$ cat src/rtl/cgr_pkg.sv
// Shared definitions for the stereo gain/routing/mute stage.
// Assumes: two audio channels, index 0 = left output, 1 = right output.
package cgr_pkg;
    // Source selection for one output channel (two bits of the routing code).
    typedef enum logic [1:0] {
        SRC_NONE  = 2'b00,
        SRC_LEFT  = 2'b01,
        SRC_RIGHT = 2'b10,
        SRC_MIX   = 2'b11
    } src_sel_e;

    localparam int NUM_CH = 2;
endpackage

$ cat src/rtl/cgr_code_hold.sv
// Holds one active gain code. A pending code is captured only on a commit
// cycle; at all other times the active code is unaffected by the input.
// Assumes: reset value of full-scale code (all ones).
module cgr_code_hold #(
    parameter int CW = 8
) (
    input  logic          clk,
    input  logic          rst_n,
    input  logic [CW-1:0] wr_code,
    input  logic          commit,
    output logic [CW-1:0] eff_code
);
    // Capture pending code on commit, otherwise keep.
    always_ff @(posedge clk) begin
        if (!rst_n)      eff_code <= '1;
        else if (commit) eff_code <= wr_code;
    end

    // Without a commit the active code must not move.
    assert_hold_code_R3: assert property (@(posedge clk) disable iff (!rst_n)
        !commit |=> $stable(eff_code));
endmodule

$ cat src/rtl/cgr_route.sv
// Routing and mixing matrix: each output channel takes zero, the left input,
// the right input or the floored average, chosen by two bits of the code.
// Assumes: code bits [2*ch+1:2*ch] belong to output channel ch.
module cgr_route
    import cgr_pkg::*;
#(
    parameter int DW = 24
) (
    input  logic [DW-1:0]             in_l,
    input  logic [DW-1:0]             in_r,
    input  logic [2*NUM_CH-1:0]       route_code,
    output logic [NUM_CH-1:0][DW-1:0] routed
);
    logic [DW:0] mix_sum;
    logic [DW-1:0] mix_half;

    // Average with one guard bit; dropping the LSB is an arithmetic shift.
    always_comb begin
        mix_sum  = {in_l[DW-1], in_l} + {in_r[DW-1], in_r};
        mix_half = mix_sum[DW:1];
    end

    for (genvar ch = 0; ch < NUM_CH; ch++) begin : g_ch
        src_sel_e sel;
        assign sel = src_sel_e'(route_code[2*ch +: 2]);
        // Pick this channel's source.
        always_comb begin
            unique case (sel)
                SRC_NONE:  routed[ch] = '0;
                SRC_LEFT:  routed[ch] = in_l;
                SRC_RIGHT: routed[ch] = in_r;
                default:   routed[ch] = mix_half;
            endcase
        end
    end
endmodule

$ cat src/rtl/cgr_scale.sv
// Signed sample times an unsigned fixed-point gain, floored.
// Assumes: gain <= 2**FRAC so the result fits in DW bits.
module cgr_scale #(
    parameter int DW   = 24,
    parameter int GW   = 9,
    parameter int FRAC = 8
) (
    input  logic [DW-1:0] x,
    input  logic [GW-1:0] gain,
    output logic [DW-1:0] y
);
    logic signed [DW+GW:0] prod;
    logic signed [DW+GW:0] shifted;

    // Multiply and drop the fraction bits with an arithmetic shift.
    always_comb begin
        prod    = $signed(x) * $signed({1'b0, gain});
        shifted = prod >>> FRAC;
        y       = shifted[DW-1:0];
    end
endmodule

$ cat src/rtl/cgr_zero_run.sv
// Counts consecutive accepted pairs that are zero on both channels and sets
// a latch when the run reaches ZRUN; any nonzero accepted pair clears both.
// Assumes: the count saturates at ZRUN.
module cgr_zero_run #(
    parameter int ZRUN = 1024
) (
    input  logic clk,
    input  logic rst_n,
    input  logic valid,
    input  logic is_zero,
    output logic latched
);
    localparam int ZW = $clog2(ZRUN + 1);
    localparam logic [ZW-1:0] ZLIM = ZW'(ZRUN);

    logic [ZW-1:0] run_cnt;

    // Advance or clear the run count and the latch on accepted pairs.
    always_ff @(posedge clk) begin
        if (!rst_n) begin
            run_cnt <= '0;
            latched <= 1'b0;
        end else if (valid) begin
            if (!is_zero) begin
                run_cnt <= '0;
                latched <= 1'b0;
            end else if (run_cnt != ZLIM) begin
                run_cnt <= run_cnt + 1'b1;
                if (run_cnt == ZLIM - 1'b1) latched <= 1'b1;
            end
        end
    end

    assert_latch_set_R8: assert property (@(posedge clk) disable iff (!rst_n)
        $rose(latched) |-> $past(valid && is_zero));
    assert_latch_clear_R8: assert property (@(posedge clk) disable iff (!rst_n)
        $fell(latched) |-> $past(valid && !is_zero));
    assert_idle_count_R10: assert property (@(posedge clk) disable iff (!rst_n)
        !valid |=> $stable(run_cnt));
endmodule

$ cat src/rtl/cgr_ramp.sv
// Soft-mute ramp gain: one count per accepted sample towards 0 while a mute
// request is present, towards full scale otherwise.
// Assumes: full scale is 2**FRAC and resets there (unmuted).
module cgr_ramp #(
    parameter int FRAC = 8
) (
    input  logic          clk,
    input  logic          rst_n,
    input  logic          valid,
    input  logic          mute_req,
    output logic [FRAC:0] gain
);
    localparam logic [FRAC:0] FULL = (FRAC+1)'(1 << FRAC);

    // Step the ramp once per accepted sample.
    always_ff @(posedge clk) begin
        if (!rst_n) begin
            gain <= FULL;
        end else if (valid) begin
            if (mute_req && gain != '0)      gain <= gain - 1'b1;
            else if (!mute_req && gain != FULL) gain <= gain + 1'b1;
        end
    end

    assert_ramp_bound_R9: assert property (@(posedge clk) disable iff (!rst_n)
        gain <= FULL);
    assert_ramp_down_R9: assert property (@(posedge clk) disable iff (!rst_n)
        (valid && mute_req && gain != '0) |=> (gain == $past(gain) - 1'b1));
    assert_ramp_idle_R10: assert property (@(posedge clk) disable iff (!rst_n)
        !valid |=> $stable(gain));
endmodule

$ cat src/rtl/chan_gain_router.sv
// Stereo gain, routing and soft-mute stage. Route/mix, then per-output gain
// code scaling, then soft-mute ramp scaling; one register to the output.
// Assumes: in_valid at most once per cycle; configuration is level-sampled.
module chan_gain_router
    import cgr_pkg::*;
#(
    parameter int DW   = 24,
    parameter int CW   = 8,
    parameter int ZRUN = 1024
) (
    input  logic          clk,
    input  logic          rst_n,
    input  logic          in_valid,
    input  logic [DW-1:0] in_left,
    input  logic [DW-1:0] in_right,
    input  logic [CW-1:0] att_left,
    input  logic          ld_left,
    input  logic [CW-1:0] att_right,
    input  logic          ld_right,
    input  logic          att_shared,
    input  logic [3:0]    route,
    input  logic          cfg_mute,
    input  logic          zdet_en,
    input  logic          ext_mute,
    output logic          out_valid,
    output logic [DW-1:0] out_left,
    output logic [DW-1:0] out_right,
    output logic          auto_muted
);
    localparam int GW = CW + 1;
    localparam logic [GW-1:0] FULL = GW'(1 << CW);

    logic [CW-1:0] eff_l, eff_r;
    logic [NUM_CH-1:0][CW-1:0] ch_code;
    logic [NUM_CH-1:0][DW-1:0] routed, attn, fin;
    logic [GW-1:0] ramp_gain;
    logic mute_req, pair_zero, latch_q;

    cgr_code_hold #(.CW(CW)) u_hold_l (
        .clk(clk), .rst_n(rst_n), .wr_code(att_left), .commit(ld_left), .eff_code(eff_l));
    cgr_code_hold #(.CW(CW)) u_hold_r (
        .clk(clk), .rst_n(rst_n), .wr_code(att_right), .commit(ld_right), .eff_code(eff_r));

    // Code per output channel, with optional sharing of the left code.
    always_comb begin
        ch_code[0] = eff_l;
        ch_code[1] = att_shared ? eff_l : eff_r;
    end

    cgr_route #(.DW(DW)) u_route (
        .in_l(in_left), .in_r(in_right), .route_code(route), .routed(routed));

    for (genvar ch = 0; ch < NUM_CH; ch++) begin : g_scale
        logic [GW-1:0] code_gain;
        // All-ones code means exact unity.
        assign code_gain = (ch_code[ch] == '1) ? FULL : {1'b0, ch_code[ch]};
        cgr_scale #(.DW(DW), .GW(GW), .FRAC(CW)) u_att (
            .x(routed[ch]), .gain(code_gain), .y(attn[ch]));
        cgr_scale #(.DW(DW), .GW(GW), .FRAC(CW)) u_mute (
            .x(attn[ch]), .gain(ramp_gain), .y(fin[ch]));
    end

    // Zero-pair detect and combined mute request.
    always_comb begin
        pair_zero = (in_left == '0) && (in_right == '0);
        mute_req  = cfg_mute | ext_mute | (latch_q & zdet_en);
    end

    cgr_zero_run #(.ZRUN(ZRUN)) u_zrun (
        .clk(clk), .rst_n(rst_n), .valid(in_valid), .is_zero(pair_zero), .latched(latch_q));
    cgr_ramp #(.FRAC(CW)) u_ramp (
        .clk(clk), .rst_n(rst_n), .valid(in_valid), .mute_req(mute_req), .gain(ramp_gain));

    assign auto_muted = latch_q;

    // Output register: capture the processed pair on accepted samples.
    always_ff @(posedge clk) begin
        if (!rst_n) begin
            out_valid <= 1'b0;
            out_left  <= '0;
            out_right <= '0;
        end else begin
            out_valid <= in_valid;
            if (in_valid) begin
                out_left  <= fin[0];
                out_right <= fin[1];
            end
        end
    end

    assert_out_hold_R7: assert property (@(posedge clk) disable iff (!rst_n)
        !out_valid |-> ($stable(out_left) && $stable(out_right)));
endmodule

$ cat config.mk
export PLATFORM = sky130hd
export DESIGN_NAME = chan_gain_router
export DESIGN_NICKNAME = d
export VERILOG_FILES = /design/src/rtl/cgr_pkg.sv /design/src/rtl/cgr_code_hold.sv /design/src/rtl/cgr_route.sv /design/src/rtl/cgr_scale.sv /design/src/rtl/cgr_zero_run.sv /design/src/rtl/cgr_ramp.sv /design/src/rtl/chan_gain_router.sv
export SDC_FILE = /design/constraint.sdc
export NUM_CORES = 2
export LEC_CHECK = 0
export ABC_AREA = 1
export BUFFER_PORTS_ARGS = -buffer_cell sky130_fd_sc_hd__buf_2
export CORE_MARGIN = 2
export CORE_UTILIZATION = 70
export CTS_BUF_LIST = sky130_fd_sc_hd__clkbuf_4
export DETAILED_ROUTE_END_ITERATION = 10
export HOLD_SLACK_MARGIN = 0.12
export PLACE_DENSITY_LB_ADDON = 0.25
export SLEW_MARGIN = 20
export SYNTH_ARGS = -nofsm -noshare
export SYNTH_HDL_FRONTEND = slang
export SYNTH_HIERARCHICAL = 1
export SYNTH_SLANG_ARGS = --single-unit
$ cat constraint.sdc
create_clock -name clk -period 18.18 [get_ports clk]
set_input_delay 3.636 -clock clk [delete_from_list [all_inputs] [get_ports clk]]
set_output_delay 3.636 -clock clk [all_outputs]
set_load 0.005 [all_outputs]
==> results by group <==
Yosys
  – Distinct cells, synth: 53
  – Syn nets: 7123
  – Prevailing post-synth register cell: dfxtp_1
  – Area contributors post-synth: fa_1 34%, nand2_1 19%, inv_1 16%
  – Sequential area share after synthesis: 4.33%
  – Largest area contributor in the netlist: fa_1
  – Yosys warnings: 6
  – Average size of a mapped cell: 6.55 um2
  – Post-synth EDFFs: 0
  – Netlist Area Pre-Place: 0.0397 mm2
  – #FFs+latches synth: 86
  – Syn Inst Count: 6068
  – FFs w/ async S/R, synth: 0%
  – Synth top area share: 34.4%

Hold path
  – Hold wc startpoint: u_hold_r/eff_code[5]
  – Hold Path Class: reg -> reg

Placed design
  – DP HPWL: 86800 um
  – Placed insts: 6767
  – Final GP Congestion: 1.06
  – Post-DP Area: 0.0407 mm2
  – Port Buf Inserts: 126

Drt
  – Pre-antenna DRT Iters: 6
  – Vias: 36400
  – DRC viols: 0
  – Final ANT Viol Nets: 0
  – WL final: 105000 um
  – Drt wl/cell: 15.4 um
  – Via density: 5.36
  – DRT iter0 DRCs: 3025

Clocking
  – Post-CTS sizing: 0
  – Clock root buffer: clkbuf_4
  – Longest Clk Path Bufs: 2
  – CTS tree: done
  – CTS Buf Count: 9
  – H-tree depth: 3
  – Clk sink count: 86
  – Worst skew pair latency: 0.60 ns
  – Number of hold buffers added after CTS: 0
  – Clock transition at path regs: 0.16 ns
  – Post-CTS setup buffers: 0

Cells and area
  – Final instance area: 0.0408 mm2
  – Non-Filler Instances: 6785
  – Register area: 0.00174 mm2
  – Most frequent cells in the layout: 1960 x nand2_1, 1666 x inv_1, 682 x fa_1
  – Leading cell type in the layout, fill and taps excluded: nand2_1
  – Layout area overhead: 2.79%
  – Filler cell count: 4808
  – Multi-input gate area: 0.0308 mm2
  – Share of cells above drive strength 1: 4.98%
  – Layout Nets: 7077

Die
  – Die width: 242 um
  – CORE AREA: 0.0563 mm2
  – Die Y: 242 um
  – Total Die Area: 0.0587 mm2
  – I/O pins: 127
  – Initial Util: 70.6%
  – Num rows: 87

Worst setup path
  – Required @ worst endpoint: 18.67 ns
  – CP max stage cell: xor2_1
  – Crit path launch: in_left[7]
  – Worst EP arrival: 14.99 ns
  – R2R depth: 46
  – CP endpoint: out_left[21]
  – Crit-path most repeated cell: fa_1
  – Critical Path Sink Type: flop
  – Startpoint types: input pin
  – CP max FO: 9
  – Reg2reg setup slack: 7.12 ns
  – Reg2reg end: out_left[22]
  – Kind of critical path: in -> reg
  – R2r startpoint: u_hold_l/eff_code[6]
  – Delay of the slowest critical-path stage: 0.68 ns

STA
  – Layout Skew: 0.0322 ns
  – Setup_tns: 0 ns
  – Slew HR: 23.2%
  – RSZ-0062 raised after global routing: no
  – Final hold viol count: 0
  – Tcrit/Tclk final: 79.8%
  – Crit path time final: 14.50 ns
  – Worst Max-Slew Pin Slew: 1.15 ns
  – Final setup violation count: 0
  – Maximum clock rate: 69.0 MHz
  – Max Slew Vio Count: 0

Global routing
  – Vias in the first global route: 37700
  – Antenna violations before repair: 4
  – Pin count of the biggest net entering global routing: 83
  – Overflow after GRT: 0
  – First-pass GRT wire length: 178000 um
  – Total GRT Usage: 37.1%

Run
  – Max-cap viol count: 0

Outcome
  – Status: finished, final reports clean
[stage by stage]
stage               hold slack, ns  worst slack, ns  utilization, %
global route                 0.512             3.10            72.6
floorplan                    0.429             4.93               -
finish                       0.480             3.68            72.6
CTS                          0.483             3.76            72.6
detailed placement           0.449             3.11            72.3
global placement             0.444             3.34            72.3
[how the worst min path moves through the flow]
stage,endpoint,slack [ns],cells after the start
global route,u_hold_r/eff_code[7],0.51,2
floorplan,u_hold_r/eff_code[4],0.43,2
finish,u_hold_r/eff_code[5],0.48,2
detailed placement,u_hold_r/eff_code[4],0.45,2
CTS,u_hold_r/eff_code[4],0.48,2
global placement,u_hold_r/eff_code[5],0.44,2
[registers in the layout, indices dropped and copies added (netlist names)]
name	cells
u_ramp/gain	9
out_left	24
u_zrun/latched	1
u_zrun/run_cnt	11
u_hold_l/eff_code	8
out_valid	1
out_right	24
u_hold_r/eff_code	8
[worst max-delay path, delay by kind of cell]
kind	cells	cell delay [ns]
XOR/XNOR	2	0.93
AND/OR/NAND/NOR	23	3.40
buffers and inverters	11	0.72
adder cells (fa/ha/maj)	13	6.30
[Yosys cell counts (5+ instances only)]
cell type,count
a21oi_1,145
a21oi_2,5
and2_1,11
buf_1,13
buf_2,15
buf_4,6
clkbuf_1,170
dfxtp_1,86
fa_1,682
ha_1,296
inv_1,1666
inv_2,17
nand2_1,1960
nand2_2,50
nand3_1,223
nand3b_1,12
nand4_1,30
nor2_1,343
nor2_2,12
nor2_4,7
nor3_1,19
nor3_2,5
nor4_1,9
o21ai_0,95
o21ai_1,22
o21bai_1,16
o221ai_1,6
o22ai_1,20
xnor2_1,18
xor2_1,64
[cell families after synthesis]
kind of cell	synth area share, %
compound gates	4.47
xor+xnor	1.85
fa+ha+maj	43.7
buf+inv	18.1
flops	4.33
simple gates	27.5
[area by class of cell]
| class | instances | area share [%] |
|---|---|---|
| Multi-Input combinational cell | 4087 | 75.5 |
| Clock buffer | 9 | 0.165 |
| Sequential cell | 86 | 4.25 |
| Timing Repair Buffer | 153 | 2.04 |
| Clock inverter | 7 | 0.199 |
| Inverter | 1685 | 15.5 |
| Antenna cell | 2 | 0.0123 |
| Tap cell | 756 | 2.32 |
[per-layer routing]
layer,track usage (%),wire (um),vias to the layer above
met3,4.45,7350,278
met5,0,34,-
met1,46.8,42400,17400
met4,15.5,3770,6
met2,64.8,51200,1432
li1,-,-,17300
Power is left out: the tool's default activity adds up to more than one toggle a clock period on the data nets, which glitch-free logic cannot reach.
